**config.mk**
```make
export PLATFORM = sky130hd
export DESIGN_NAME = eow_status_read
export DESIGN_NICKNAME = d
export VERILOG_FILES = /design/src/rtl/eow_pkg.sv /design/src/rtl/eow_read_qual.sv /design/src/rtl/eow_poll_ctrl.sv /design/src/rtl/eow_lane.sv /design/src/rtl/eow_status_read.sv
export SDC_FILE = /design/constraint.sdc
export NUM_CORES = 1
export LEC_CHECK = 0
export CAP_MARGIN = 20
export CORE_MARGIN = 3
export CORE_UTILIZATION = 33
export CTS_CLUSTER_SIZE = 28
export DETAILED_ROUTE_END_ITERATION = 8
export PLACE_DENSITY_LB_ADDON = 0.08
export SYNTH_ARGS = -nofsm -noshare
export SYNTH_HDL_FRONTEND = slang
export SYNTH_HIERARCHICAL = 1
export SYNTH_SLANG_ARGS = --single-unit
```
**constraint.sdc**
```tcl
create_clock -name clk -period 2.15 [get_ports clk]
set_clock_uncertainty 0.2 [all_clocks]
set_input_delay 0.43 -clock clk [delete_from_list [all_inputs] [get_ports clk]]
set_output_delay 0.43 -clock clk [all_outputs]
set_load 0.05 [all_outputs]
```
**src/rtl/eow_pkg.sv**
```systemverilog
package eow_pkg;
    localparam int unsigned LANE_W  = 8;
    localparam int unsigned POLL_IX = 7;
    localparam int unsigned TOG_IX  = 6;

    typedef struct packed {
        logic              act;
        logic              tog;
        logic              en;
        logic [LANE_W-1:0] data;
    } lane_reg_t;

    typedef struct packed {
        logic busy;
        logic inhib;
    } poll_reg_t;
endpackage

```
**src/rtl/eow_read_qual.sv**
```systemverilog
module eow_read_qual #(
    parameter int unsigned LANES = 4
) (
    input  logic [LANES-1:0] cs_n,
    input  logic             oe_n,
    input  logic             we_n,
    output logic [LANES-1:0] rd_act
);
    for (genvar g = 0; g < LANES; g++) begin : g_qual
        assign rd_act[g] = ~cs_n[g] & ~oe_n & we_n;
    end
endmodule

```
**src/rtl/eow_poll_ctrl.sv**
```systemverilog
module eow_poll_ctrl #(
    parameter int unsigned ADDR_W = 15
) (
    input  logic              clk,
    input  logic              rst_n,
    input  logic              busy,
    input  logic              wr_reject,
    input  logic [ADDR_W-1:0] last_addr,
    input  logic [ADDR_W-1:0] rd_addr,
    output logic              cmp_en
);
    import eow_pkg::*;

    poll_reg_t st_d, st_q;

    always_comb begin
        st_d      = st_q;
        st_d.busy = busy;
        if (wr_reject)
            st_d.inhib = 1'b1;
        else if (busy && !st_q.busy)
            st_d.inhib = 1'b0;
    end

    always_ff @(posedge clk) begin
        if (!rst_n) st_q <= '0;
        else        st_q <= st_d;
    end

    assign cmp_en = busy && (rd_addr == last_addr) && !st_q.inhib;


    reject_sets_inhibit_chk: assert property (@(posedge clk) disable iff (!rst_n)
        wr_reject |=> !cmp_en);

    busy_rise_clears_chk: assert property (@(posedge clk) disable iff (!rst_n)
        (busy && !st_q.busy && !wr_reject) ##1 (busy && rd_addr == last_addr) |-> cmp_en);
endmodule

```
**src/rtl/eow_lane.sv**
```systemverilog
module eow_lane
    import eow_pkg::*;
(
    input  logic              clk,
    input  logic              rst_n,
    input  logic              rd_act,
    input  logic              busy,
    input  logic              cmp_en,
    input  logic              last_bit7,
    input  logic [LANE_W-1:0] array_lane,
    output logic [LANE_W-1:0] dout_lane,
    output logic              dout_en
);
    lane_reg_t r_d, r_q;
    logic      new_rd;

    always_comb begin
        r_d    = r_q;
        new_rd = rd_act && !r_q.act;
        r_d.act = rd_act;
        r_d.en  = rd_act;
        r_d.tog = r_q.tog ^ (busy && new_rd);
        if (!rd_act) begin
            r_d.data = '0;
        end else if (!busy) begin
            r_d.data = array_lane;
        end else begin
            r_d.data          = array_lane;
            r_d.data[TOG_IX]  = r_d.tog;
            r_d.data[POLL_IX] = cmp_en ? ~last_bit7 : array_lane[POLL_IX];
        end
    end

    always_ff @(posedge clk) begin
        if (!rst_n) r_q <= '0;
        else        r_q <= r_d;
    end

    assign dout_lane = r_q.data;
    assign dout_en   = r_q.en;


    oe_follows_read_chk: assert property (@(posedge clk) disable iff (!rst_n)
        rd_act |=> dout_en);

    idle_lane_zero_chk: assert property (@(posedge clk) disable iff (!rst_n)
        !rd_act |=> (dout_lane == '0 && !dout_en));

    pass_through_chk: assert property (@(posedge clk) disable iff (!rst_n)
        (rd_act && !busy) |=> dout_lane == $past(array_lane));

    poll_inverse_chk: assert property (@(posedge clk) disable iff (!rst_n)
        (rd_act && busy && cmp_en) |=> dout_lane[POLL_IX] == !$past(last_bit7));

    toggle_flip_chk: assert property (@(posedge clk) disable iff (!rst_n)
        (rd_act && !r_q.act && busy) |=> r_q.tog != $past(r_q.tog));

    toggle_hold_chk: assert property (@(posedge clk) disable iff (!rst_n)
        !busy |=> $stable(r_q.tog));
endmodule

```
**src/rtl/eow_status_read.sv**
```systemverilog
module eow_status_read #(
    parameter int unsigned LANES  = 4,
    parameter int unsigned ADDR_W = 15
) (
    input  logic                     clk,
    input  logic                     rst_n,
    input  logic [LANES-1:0]         cs_n,
    input  logic                     oe_n,
    input  logic                     we_n,
    input  logic                     busy,
    input  logic                     wr_reject,
    input  logic [ADDR_W-1:0]        last_addr,
    input  logic [LANES*8-1:0]       last_data,
    input  logic [ADDR_W-1:0]        rd_addr,
    input  logic [LANES*8-1:0]       array_rdata,
    output logic [LANES*8-1:0]       dout,
    output logic [LANES-1:0]         dout_oe
);
    import eow_pkg::*;
    localparam int unsigned DW = LANES * LANE_W;

    logic [LANES-1:0] rd_act;
    logic             cmp_en;

    eow_read_qual #(.LANES(LANES)) qual_i (
        .cs_n  (cs_n),
        .oe_n  (oe_n),
        .we_n  (we_n),
        .rd_act(rd_act)
    );

    eow_poll_ctrl #(.ADDR_W(ADDR_W)) poll_i (
        .clk      (clk),
        .rst_n    (rst_n),
        .busy     (busy),
        .wr_reject(wr_reject),
        .last_addr(last_addr),
        .rd_addr  (rd_addr),
        .cmp_en   (cmp_en)
    );

    for (genvar g = 0; g < LANES; g++) begin : g_lane
        eow_lane lane_i (
            .clk       (clk),
            .rst_n     (rst_n),
            .rd_act    (rd_act[g]),
            .busy      (busy),
            .cmp_en    (cmp_en),
            .last_bit7 (last_data[g*LANE_W+POLL_IX]),
            .array_lane(array_rdata[g*LANE_W +: LANE_W]),
            .dout_lane (dout[g*LANE_W +: LANE_W]),
            .dout_en   (dout_oe[g])
        );
    end


    reset_quiet_chk: assert property (@(posedge clk)
        !rst_n |=> (dout == {DW{1'b0}} && dout_oe == '0));
endmodule

```
# Word level (Yosys, flattened, before mapping)
# Index checks and enable logic that the tools add are counted.
[op_classes]
n_eq_ne = 1
muxes = 10
bitwise_logic = 21
reduce_logical = 22
[op_table]
columns = ["operator", "count"]
rows = [
  ["$mux W8", 4],
  ["$eq A15 B15 Y1", 1],
  ["$logic_and A1 B1 Y1", 11],
  ["$not A1 Y1", 9],
  ["$and A1 B1 Y1", 8],
  ["$reduce_and A2 Y1", 4],
  ["$logic_not A1 Y1", 6],
  ["$mux W1", 6],
  ["$xor A1 B1 Y1", 4],
  ["$reduce_bool A2 Y1", 1],
]
[totals]
regBits = 42
input_bits = 104
out_inout_bits = 36
word_cells = 68

# Depth between registers and ports, before layout
# Gate-level depths: netlist (run 1).
[depth]
ltp_word = 7
depth_mapped = 5
depth_no_buf = 5

# Modules after synthesis
# The synthesis (run 1) kept the hierarchy.
[by_module_without_submodules]
columns = ["mod", "n_inst", "cells_per_inst", "area_each_um2", "seq_area_each_um2"]
rows = [
  ["eow_lane", 4, 37, 389.1, 200.2],
  ["eow_poll_ctrl", 1, 27, 242.7, 40.0],
  ["eow_read_qual", 1, 4, 30.0, 0.0],
]

# Worst setup path before layout (run 1)
# No wires, ideal clock.
[synth_path]
kind = "input -> register"
start = "input last_addr[6]"
end = "register g_lane[0].lane_i.r_q (netlist bit g_lane[0].lane_i/dout_lane[7])"
setup_ns = 0.117
t_arrival_ns = 1.457
t_required_ns = 1.833
slack_ns = 0.376
stages = 5
n_path_buf = 0
path_cell_list = "xnor2_1 > nand4_1 > nor4_2 > a21bo_2 > a21oi_1"
[synth_between]
elab_chain_len = 5
[synth_rtl]
columns = ["element", "line", "rtl"]
rows = [
  ["start: declaration", "eow_status_read.sv:12", "input logic [ADDR_W-1:0] last_addr,"],
  ["$eq A15 B15 Y1", "eow_poll_ctrl.sv:30", "assign cmp_en = busy && (rd_addr == last_addr) && !st_q.inhib;"],
  ["$logic_and A1 B1 Y1 (2 in a row)", "eow_poll_ctrl.sv:30", ""],
  ["named net cmp_en", "eow_status_read.sv:23", "logic cmp_en;"],
  ["$mux W1", "eow_lane.sv:30", "r_d.data[POLL_IX] = cmp_en ? ~last_bit7 : array_lane[POLL_IX];"],
  ["$mux W8", "eow_lane.sv:25", "end else if (!busy) begin"],
  ["end signal: assignment", "eow_lane.sv:36", "else r_q <= r_d;"],
  ["end: declaration", "eow_lane.sv:14", "lane_reg_t r_d, r_q;"],
]
# The timed path passes the listed nets, and every way through them passes these cells.
# A chain may end at the register's enable or synchronous reset.

# Worst setup path after layout (run 1)
[layout_path]
start = "register g_lane[1].lane_i.r_q (netlist bit g_lane[1].lane_i/dout_lane[7])"
end = "output dout[15]"
[layout_lines]
columns = ["element", "line", "rtl"]
rows = [
  ["start: declaration", "eow_lane.sv:14", ""],
  ["start signal: assignment", "eow_lane.sv:36", ""],
  ["end: declaration", "eow_status_read.sv:16", "output logic [LANES*8-1:0] dout,"],
]
# No word-level cell between the ends.

==> out/results.tsv, run 1 <==
stage	metric	value	unit
status	status	complete, no violations	
synthesis	synth_seq_cells	42	
final_layout	drive_gt1_share	18.4	%
clocking	post_cts_resize_count	0	
sta	fmax	0.490	GHz
power	pwr-share-comb	17.6	%
power	p_seq_share	46.4	%
final_layout	multiInputGateArea	733	um^2
setup_path	crit_path_max_fanout	1	
drt	num_vias	1462	
synthesis	synth-xor-area-share	9.10	%
setup_path	arrival	1410	ps
synthesis	synth_area_leader_cell	dfxtp_1	
power	leakage	1.23	nW
power	sw_frac_of_total	21.6	%
final_layout	ff_latch_area	841	um^2
grt	overflow	0	
floorplan	dieWidth	80.5	um
place	pre_cts_slack	-6.27	ps
setup_path	reg2reg_slack	660	ps
floorplan	io_pins	140	
sta	setup_viol_count_final	0	
job	cap_violations	0	
floorplan	fp.dieH	80.5	um
final_layout	mostFrequentLayoutCells	clkdlybuf4s50_1 (106), dfxtp_1 (42), and3_2 (24), xnor2_1 (15), buf_4 (11)	
synthesis	ys_seq_area_share	46.0	%
drt	drtIter0Drc	51	
synthesis	netlist_instances	179	
grt	antenna_found_initial	0	
synthesis	synth_area	1830	um^2
grt	grt_pass1_vias	1355	
sta	period_needed	2040	ps
synthesis	syn_avg_cell_area	10.2	um^2
grt	grt.total_usage	12.5	%
clocking	cts_max_path_buffers	2	
drt	avgViaCountPerCell	4.27	
clocking	insertion_delay	280	ps
setup_path	required	1520	ps
floorplan	die_area	6470	um^2
clocking	tritoncts	done	
setup_path	crit_type	reg -> out	
sta	rsz0062_at_grt	false	
sta	slew_viol_final	0	
sta	tightest_slew	511	ps
sta	max_slew_margin	65.9	%
power	internal_power	1.36	mW
setup_path	path_buf_inv	1	
final_layout	fin_cells	342	
clocking	clkTransAtPathRegs	80	ps
synthesis	synth_adder_area_share	0	%
sta	fin_ws	109	ps
floorplan	rows	26	
clocking	cts_hold_buffers	0	
synthesis	synth_top_cell_area_share	46.0	%
power	clockPowerShare	36.0	%
final_layout	fin_nets	376	
setup_path	cp_num_cells	1	
clocking	htree_levels	2	
worst_hold_path	hold_class	reg -> reg	
synthesis	yosysWarningCount	6	
place	dp_cells	335	
drt	routed_wl	4.04	mm
grt	grt_pass1_wl	6.24	mm
place	place.gp.congestion	0.693	
final_layout	areaGrowthSynthToFinish	61.4	%
power	switchingPower	0.374	mW
setup_path	r2r_end	g_lane[0].lane_i/dout_lane[7]	
clocking	cts_buffers	5	
floorplan	core	5240	um^2
power	power_density	586	nW/um^2
synthesis	muxShareOfSynthArea	2.19	%
setup_path	start_kind	register	
drt	met2_length	1.93	mm
clocking	clock-sinks	42	
drt	wl_per_cell	11.8	um
setup_path	crit_family	buffers and inverters	
drt	drt_pass1_iterations	4	
synthesis	syn-num-nets	283	
drt	topRoutingLayerUsed	met4	
setup_path	slowest_stage	clkdlybuf4s50_1	
synthesis	synth_cell_type_count	20	
power	vdd_ir_drop_max	0.000250	V
setup_path	crit_path_end_kind	primary output	
setup_path	worst_setup_path_startpoint	g_lane[1].lane_i/dout_lane[7]	
clocking	cts-root-buf	clkbuf_8	
final_layout	antenna_cells_inserted	0	
final_layout	num-fill-cells	478	
grt	grt_max_degree	43	
final_layout	layout_commonest_cell	clkdlybuf4s50_1	
drt	wl_met3	403	um
clocking	cts_setup_buffers	0	
synthesis	yosys.area_share.simple	23.9	%
synthesis	synth_top_family_by_area	simple AND/OR/NAND/NOR gates	
setup_path	ff2ff_path_depth	6	
place	portBuffers	111	
drt	met1_length	1.68	mm
synthesis	synth-compound-area-share	4.92	%
synthesis	synthTopCellsByArea	dfxtp_1 (46%), buf_4 (13%), and3_2 (9.8%)	
sta	finalHoldViolations	0	
setup_path	cp-endpoint	dout[15]	
setup_path	reg2reg_from	poll_i/st_q[0]	
sta	post-route-period-util	94.9	%
place	dpl.hpwl	3.09	mm
floorplan	start_util	34.9	%
drt	drc	0	
setup_path	path_cells	clkdlybuf4s50_1	
drt	ant_nets	0	
setup_path	slowest_delay	800	ps
## cells in the mapped netlist
master	count
nand3b_1	8
xor2_1	4
and2_2	1
nor4_2	1
and3_2	24
nand3_1	4
nand2_1	8
nor2b_1	1
nand2b_1	9
nand4_1	4
a21oi_1	5
a21bo_2	4
nor2b_2	1
buf_4	32
o22ai_1	4
inv_1	4
mux2i_1	4
dfxtp_1	42
nor3b_1	4
xnor2_1	15
## tightest hold or removal path: cells and delay by family, from the launching register on
family | cells | cell delay [ps]
mux | 1 | 50
flops | 1 | 330
simple gates | 1 | 70
## flip-flops by register name (all words and copies together) (netlist names)
register and flops:
poll_i/st_q 2, g_lane.lane_i/r_q 4, g_lane.lane_i/dout_lane 32, g_lane.lane_i/dout_en 4
## power by group through the flow
| stage | logic, mW | clock network [mW] | registers, mW |
|---|---|---|---|
| 2_1_floorplan | 0.120 | 0 | 0.826 |
| 3_3_place_gp | 0.307 | 0 | 0.821 |
| 3_5_place_dp | 0.309 | 0 | 0.821 |
| 4_1_cts | 0.310 | 0.652 | 0.803 |
| 5_1_grt | 0.327 | 0.679 | 0.805 |
| 6_report | 0.306 | 0.623 | 0.803 |
## metal layers
metal / up-vias / GRT usage (%)
met5: - / 0
met4: 0 / 3.55
met3: 2 / 5.04
met2: 64 / 20.4
met1: 637 / 15.1
li1: 759 / -
## worst min-delay path by stage
stage	start	endpoint	slack [ps]	cells after the start
floorplan	g_lane[0].lane_i/r_q[9]	g_lane[0].lane_i/r_q[9]	260	2
global placement	g_lane[2].lane_i/r_q[9]	g_lane[2].lane_i/r_q[9]	280	2
detailed placement	g_lane[0].lane_i/r_q[9]	g_lane[0].lane_i/r_q[9]	290	2
CTS	g_lane[2].lane_i/r_q[9]	g_lane[2].lane_i/r_q[9]	300	2
global route	g_lane[3].lane_i/r_q[9]	g_lane[3].lane_i/r_q[9]	330	2
finish	g_lane[0].lane_i/r_q[9]	g_lane[0].lane_i/r_q[9]	300	2
## cells by family (layout without fill, tap and decap cells)
family,count (synthesis),count (layout)
XOR/XNOR,19,19
flip-flops,42,42
AND/OR/NAND/NOR,65,65
buffers and inverters,36,129
AO/OA/AOI/OAI,13,13
multiplexers,4,4
## final cells by class
type / count / share of cell area [%]
Clock buffer: 6 / 2.80
Timing Repair Buffer: 118 / 39.4
Inverter: 4 / 0.508
Tap cell: 70 / 2.97
Sequential cell: 42 / 28.5
Multi-Input combinational cell: 101 / 24.8
Clock inverter: 1 / 1.02
## metrics by stage
step	total power, mW	util, %	area, um^2	hold slack, ps	setup TNS, ps
2_1_floorplan	0.946	-	1830	264	0
3_3_place_gp	1.13	54.2	2840	280	0
3_5_place_dp	1.13	54.2	2840	292	-16.9
4_1_cts	1.76	56.4	2950	303	0
5_1_grt	1.81	56.4	2950	328	0
6_report	1.73	56.4	2950	300	0
Power figures use the tool's default switching activity.
==> inputs of run 2 (changes only) <==
clock period = 2.3 ns   (was 2.15 ns; I/O delays follow)
==> out/results.tsv, run 2 (synthesized netlist as in run 1, its figures left out) <==
stage	metric	value	unit	change
final_layout	mostFrequentLayoutCells	clkdlybuf4s50_1 (111), dfxtp_1 (42), and3_2 (24), xnor2_1 (15), nand2b_1 (9)		was clkdlybuf4s50_1 (106), dfxtp_1 (42), and3_2 (24), xnor2_1 (15), buf_4 (11)
sta	slew_viol_final	0		unchanged
grt	grt_pass1_wl	6.27	mm	was 6.24 mm
setup_path	required	1640	ps	was 1520 ps
sta	period_needed	2150	ps	
sta	rsz0062_at_grt	false		unchanged
place	portBuffers	111		unchanged
sta	fmax	0.464	GHz	
power	switchingPower	0.357	mW	was 0.374 mW
floorplan	die_area	6470	um^2	unchanged
sta	finalHoldViolations	0		unchanged
setup_path	path_buf_inv	1		unchanged
place	placed_area	2850	um^2	was 2840 um^2
clocking	clock-sinks	42		unchanged
final_layout	layout_commonest_cell	clkdlybuf4s50_1		unchanged
power	internal_power	1.16	mW	was 1.36 mW
setup_path	slowest_delay	830	ps	was 800 ps
clocking	cts-root-buf	clkbuf_8		unchanged
final_layout	largest_register_ffs	32		unchanged
floorplan	dieWidth	80.5	um	unchanged
floorplan	start_util	34.9	%	unchanged
drt	ant_nets	0		unchanged
grt	grt_max_degree	43		unchanged
setup_path	reg2reg_slack	810	ps	was 660 ps
power	sw_frac_of_total	23.5	%	was 21.6%
setup_path	crit_path_end_kind	primary output		unchanged
power	vdd_ir_drop_max	0.000282	V	was 0.000250 V
floorplan	io_pins	140		unchanged
setup_path	worst_setup_path_startpoint	g_lane[2].lane_i/dout_en		was g_lane[1].lane_i/dout_lane[7]
grt	antenna_found_initial	0		unchanged
final_layout	fin_area	2950	um^2	about the same
power	p_seq_share	49.4	%	was 46.4%
sta	post-route-period-util	93.7	%	
setup_path	slowest_stage	clkdlybuf4s50_1		unchanged
setup_path	reg2reg_from	poll_i/st_q[0]		unchanged
setup_path	path_cells	clkdlybuf4s50_1		unchanged
drt	routed_wl	3.96	mm	was 4.04 mm
drt	avgViaCountPerCell	4.29		was 4.27
drt	drt_pass1_iterations	4		unchanged
sta	max_slew_margin	65.1	%	was 65.9%
clocking	cts_max_path_buffers	2		unchanged
sta	fin_tns_setup	0	ps	unchanged
clocking	cts_hold_buffers	0		unchanged
clocking	post_cts_resize_count	0		unchanged
place	dp_cells	335		unchanged
clocking	insertion_delay	290	ps	was 280 ps
power	pwr-share-comb	18.8	%	was 17.6%
sta	setup_viol_count_final	0		unchanged
floorplan	fp.dieH	80.5	um	unchanged
job	cap_violations	0		unchanged
grt	grt.total_usage	12.5	%	about the same
setup_path	crit_type	reg -> out		unchanged
power	clockPowerShare	31.8	%	was 36.0%
floorplan	core	5240	um^2	unchanged
setup_path	ff2ff_path_depth	6		unchanged
final_layout	post-route-util	56.3	%	was 56.4%
floorplan	rows	26		unchanged
place	dpl.hpwl	3.05	mm	was 3.09 mm
grt	grt_pass1_vias	1399		was 1355
power	power_density	516	nW/um^2	was 586 nW/um^2
clocking	tritoncts	done		unchanged
final_layout	areaGrowthSynthToFinish	61.1	%	was 61.4%
clocking	cts_setup_buffers	0		unchanged
power	leakage	1.21	nW	was 1.23 nW
place	place.gp.congestion	0.670		was 0.693
drt	drtIter0Drc	42		was 51
clocking	clkTransAtPathRegs	80	ps	about the same
worst_hold_path	hold_class	reg -> reg		unchanged
final_layout	drive_gt1_share	16.8	%	was 18.4%
final_layout	fin_nets	376		unchanged
sta	tightest_slew	521	ps	was 511 ps
setup_path	arrival	1490	ps	was 1410 ps
setup_path	r2r_end	g_lane[3].lane_i/dout_lane[7]		was g_lane[0].lane_i/dout_lane[7]
drt	drc	0		unchanged
final_layout	num-fill-cells	474		was 478
grt	overflow	0		unchanged
place	pre_cts_slack	147	ps	was -6.27 ps
final_layout	antenna_cells_inserted	0		unchanged
drt	wl_per_cell	11.5	um	was 11.8 um
setup_path	crit_path_max_fanout	3		was 1
power	fin_total_pwr	1.52	mW	was 1.73 mW
setup_path	crit_family	buffers and inverters		unchanged
status	status	complete, no violations		unchanged
clocking	cts_buffers	5		unchanged
setup_path	cp-endpoint	dout_oe[2]		was dout[15]
sta	whs	296	ps	was 300 ps
final_layout	multiInputGateArea	733	um^2	unchanged
sta	fin_ws	146	ps	was 109 ps
final_layout	ff_latch_area	841	um^2	unchanged
final_layout	fin_cells	343		was 342
setup_path	start_kind	register		unchanged
clocking	htree_levels	2		unchanged
setup_path	cp_num_cells	1		unchanged
drt	num_vias	1473		was 1462
-- run 2: changes by cell type in the layout (fill, tap and decap cells not counted) --
cell / delta
buf_4: -5
clkdlybuf4s50_1: +5
bufinv_16: -1
clkinv_2: +1
clkinvlp_4: +1
-- run 2: cell type report --
class,instances,share of cell area [%]
Multi-Input combinational cell,101,24.9
Tap cell,70,2.97
Clock inverter,2,0.424
Clock buffer,6,2.80
Inverter,4,0.509
Sequential cell,42,28.5
Timing Repair Buffer,118,39.9
-- run 2: how the worst min path moves through the flow --
stage,endpoint,depth (start not counted),start,slack [ps]
after floorplan,g_lane[0].lane_i/r_q[9],2,g_lane[0].lane_i/r_q[9],260
after global placement,g_lane[3].lane_i/r_q[9],2,g_lane[3].lane_i/r_q[9],280
after detailed placement,g_lane[2].lane_i/r_q[9],2,g_lane[2].lane_i/r_q[9],290
after CTS,g_lane[2].lane_i/r_q[9],2,g_lane[2].lane_i/r_q[9],300
after global routing,g_lane[2].lane_i/r_q[9],2,g_lane[2].lane_i/r_q[9],330
final,g_lane[2].lane_i/r_q[9],2,g_lane[2].lane_i/r_q[9],300
-- run 2: per-layer routing --
layer | vias up | track usage (%) | part of all wire (%)
li1 | 762 | - | -
met1 | 644 | 14.7 | 41
met2 | 65 | 20.6 | 48
met3 | 2 | 4.93 | 11
met4 | 0 | 4.05 | 0.51
met5 | - | 0 | 0
-- run 2: power by group through the flow --
stage	registers (mW)	clock network (mW)	logic, mW
2_1_floorplan	0.772	0	0.112
3_3_place_gp	0.767	0	0.288
3_5_place_dp	0.767	0	0.289
4_1_cts	0.750	0.509	0.290
5_1_grt	0.752	0.535	0.307
6_report	0.750	0.484	0.286
==> inputs of run 3 (changes only) <==
ABC_AREA = 1   (was default)
CORE_UTILIZATION = 35   (was 33)
==> out/results.tsv, run 3 <==
stage	metric	value	unit	change
synthesis	synth_cell_type_count	13		was 20
synthesis	synthTopCellsByArea	dfxtp_1 (43%), inv_1 (14%), buf_4 (12%)		was dfxtp_1 (46%), buf_4 (13%), and3_2 (9.8%)
clocking	cts_max_path_buffers	2		unchanged
setup_path	path_buf_inv	1		unchanged
place	place.gp.congestion	0.683		was 0.670
setup_path	crit_type	reg -> out		unchanged
clocking	cts_hold_buffers	0		unchanged
sta	period_needed	2100	ps	was 2150 ps
status	status	complete, no violations		unchanged
clocking	htree_levels	2		unchanged
drt	drc	0		unchanged
synthesis	synth_area_leader_cell	dfxtp_1		unchanged
final_layout	drive_gt1_share	4.71	%	was 16.8%
synthesis	synth_edf_count	0		unchanged
sta	slew_viol_final	0		unchanged
final_layout	areaGrowthSynthToFinish	55.6	%	was 61.1%
place	portBuffers	111		unchanged
synthesis	async_reset_ff_share	0	%	unchanged
setup_path	slowest_stage	clkdlybuf4s50_1		unchanged
synthesis	syn_avg_cell_area	6.70	um^2	was 10.2 um^2
synthesis	synth_common_cells	inv_1 (75), nand2_1 (62), nor2_1 (45)		was dfxtp_1 (42), buf_4 (32), and3_2 (24)
drt	avgViaCountPerCell	3.83		was 4.29
final_layout	largest_register_ffs	32		unchanged
sta	finalHoldViolations	0		unchanged
setup_path	required	1640	ps	about the same
floorplan	fp.dieH	80.8	um	was 80.5 um
setup_path	slowest_delay	810	ps	was 830 ps
grt	antenna_found_initial	0		unchanged
synthesis	yosysWarningCount	6		unchanged
clocking	post_cts_resize_count	0		unchanged
floorplan	core	5270	um^2	was 5240 um^2
drt	num_vias	1733		was 1473
synthesis	syn-num-nets	396		was 283
power	vdd_ir_drop_max	0.000357	V	was 0.000282 V
grt	grt_max_degree	27		was 43
final_layout	mostFrequentLayoutCells	clkdlybuf4s50_1 (111), inv_1 (75), nand2_1 (62), nor2_1 (45), dfxtp_1 (42)		was clkdlybuf4s50_1 (111), dfxtp_1 (42), and3_2 (24), xnor2_1 (15), nand2b_1 (9)
sta	post-route-period-util	91.2	%	was 93.7%
place	dpl.hpwl	3.36	mm	was 3.05 mm
synthesis	synth_top_cell_area_share	43.0	%	was 46.0%
setup_path	crit_path_max_fanout	2		was 3
floorplan	io_pins	140		unchanged
power	power_density	525	nW/um^2	was 516 nW/um^2
floorplan	rows	26		unchanged
final_layout	antenna_cells_inserted	0		unchanged
setup_path	start_kind	register		unchanged
sta	fin_tns_setup	0	ps	unchanged
setup_path	cp-endpoint	dout_oe[1]		was dout_oe[2]
floorplan	start_util	37.1	%	was 34.9%
setup_path	worst_setup_path_startpoint	g_lane[1].lane_i/dout_en		was g_lane[2].lane_i/dout_en
synthesis	ys_seq_area_share	43.0	%	was 46.0%
clocking	cts-root-buf	clkbuf_8		unchanged
job	cap_violations	0		unchanged
grt	grt_pass1_vias	1511		was 1399
grt	grt_pass1_wl	6.51	mm	was 6.27 mm
clocking	clock-sinks	42		unchanged
clocking	cts_setup_buffers	0		unchanged
clocking	cts_buffers	5		unchanged
synthesis	synth_area	1960	um^2	was 1830 um^2
floorplan	die_area	6520	um^2	was 6470 um^2
synthesis	post-synth-top-count-cell	inv_1		was dfxtp_1
sta	tightest_slew	533	ps	was 521 ps
drt	ant_nets	0		unchanged
setup_path	crit_path_end_kind	primary output		unchanged
drt	drtIter0Drc	63		was 42
clocking	tritoncts	done		unchanged
setup_path	reg2reg_from	poll_i/st_q[0]		unchanged
clocking	insertion_delay	280	ps	was 290 ps
synthesis	netlist_instances	292		was 179
power	leakage	1.51	nW	was 1.21 nW
grt	overflow	0		unchanged
setup_path	cp_num_cells	1		unchanged
setup_path	ff2ff_path_depth	11		was 6
setup_path	crit_family	buffers and inverters		unchanged
synthesis	synth_seq_cells	42		unchanged
drt	drt_pass1_iterations	4		unchanged
drt	wl_per_cell	9.22	um	was 11.5 um
final_layout	fin_nets	485		was 376
grt	grt.total_usage	12.9	%	was 12.5%
sta	fmax	0.477	GHz	was 0.464 GHz
sta	max_slew_margin	64.4	%	was 65.1%
setup_path	reg2reg_slack	800	ps	was 810 ps
place	pre_cts_slack	99.7	ps	was 147 ps
drt	routed_wl	4.17	mm	was 3.96 mm
sta	setup_viol_count_final	0		unchanged
final_layout	num-fill-cells	540		was 474
setup_path	arrival	1440	ps	was 1490 ps
clocking	clkTransAtPathRegs	70	ps	was 80 ps
setup_path	r2r_end	g_lane[0].lane_i/dout_lane[7]		was g_lane[3].lane_i/dout_lane[7]
sta	rsz0062_at_grt	false		unchanged
floorplan	dieWidth	80.8	um	was 80.5 um
synthesis	ys.flop_type	dfxtp_1		unchanged
setup_path	path_cells	clkdlybuf4s50_1		unchanged
sta	fin_ws	203	ps	was 146 ps
worst_hold_path	hold_class	reg -> reg		unchanged
final_layout	layout_commonest_cell	clkdlybuf4s50_1		unchanged
[run 3: cell count changes after synthesis, sizes merged, moves of 5 or more]
| cell | delta |
|---|---|
| nand3b | -8 |
| inv | +75 |
| and3 | -24 |
| nand2b | -9 |
| xnor2 | -14 |
| nand3 | +5 |
| nor2 | +45 |
| nand2 | +59 |
[run 3: layout make-up]
cell class              count  area (um^2)  area share, %
inverters                  79          297           9.74
flip-flops and latches     42          841           27.6
multi-input cells         139          579           19.0
clock buffers               7         76.3           2.51
well taps                  70         87.6           2.88
clock inverters             1         30.0          0.986
repair buffers            114         1130           37.2
[run 3: stage by stage]
stage	instance area [um^2]	power (mW)	utilization, %	hold slack, ps	cells
after CTS	3040	1.63	57.8	349	452
after floorplan	1960	0.889	-	311	292
final	3040	1.60	57.8	347	452
after global placement	2940	1.05	55.7	329	444
after global routing	3040	1.68	57.8	399	452
after detailed placement	2940	1.05	55.7	339	444
[run 3: worst min-delay path by stage]
stage	start	endpoint	slack, ps	cells past startpoint
global route	poll_i/st_q[1]	poll_i/st_q[0]	400	3
floorplan	g_lane[0].lane_i/r_q[9]	g_lane[0].lane_i/r_q[9]	310	4
CTS	g_lane[0].lane_i/r_q[9]	g_lane[0].lane_i/r_q[9]	350	4
global placement	g_lane[0].lane_i/r_q[9]	g_lane[0].lane_i/r_q[9]	330	4
detailed placement	g_lane[0].lane_i/r_q[9]	g_lane[0].lane_i/r_q[9]	340	4
finish	g_lane[0].lane_i/r_q[9]	g_lane[0].lane_i/r_q[9]	350	4
[run 3: cell families (layout without fill, tap and decap cells)]
| logic type | count (synthesis) | count (layout) | synth area share, % |
|---|---|---|---|
| compound gates | 13 | 13 | 3.45 |
| xor+xnor | 1 | 1 | 0.448 |
| buf+inv | 111 | 201 | 27.4 |
| flops | 42 | 42 | 43.0 |
| simple gates | 125 | 125 | 25.7 |
[run 3: report_power, final]
part	internal (mW)	switching (mW)
sequential	0.742	0.00443
combinational	0.161	0.124
clock	0.325	0.241
total	1.23	0.370
[run 3: per-layer routing]
metal  GRT usage (%)  routed length (um)  vias to the layer above
li1                -                   -                      980
met1            14.0                1640                      685
met2            22.8                2050                       66
met3            5.32                 446                        2
met4            4.05                  33                        0
met5               0                   0                        -
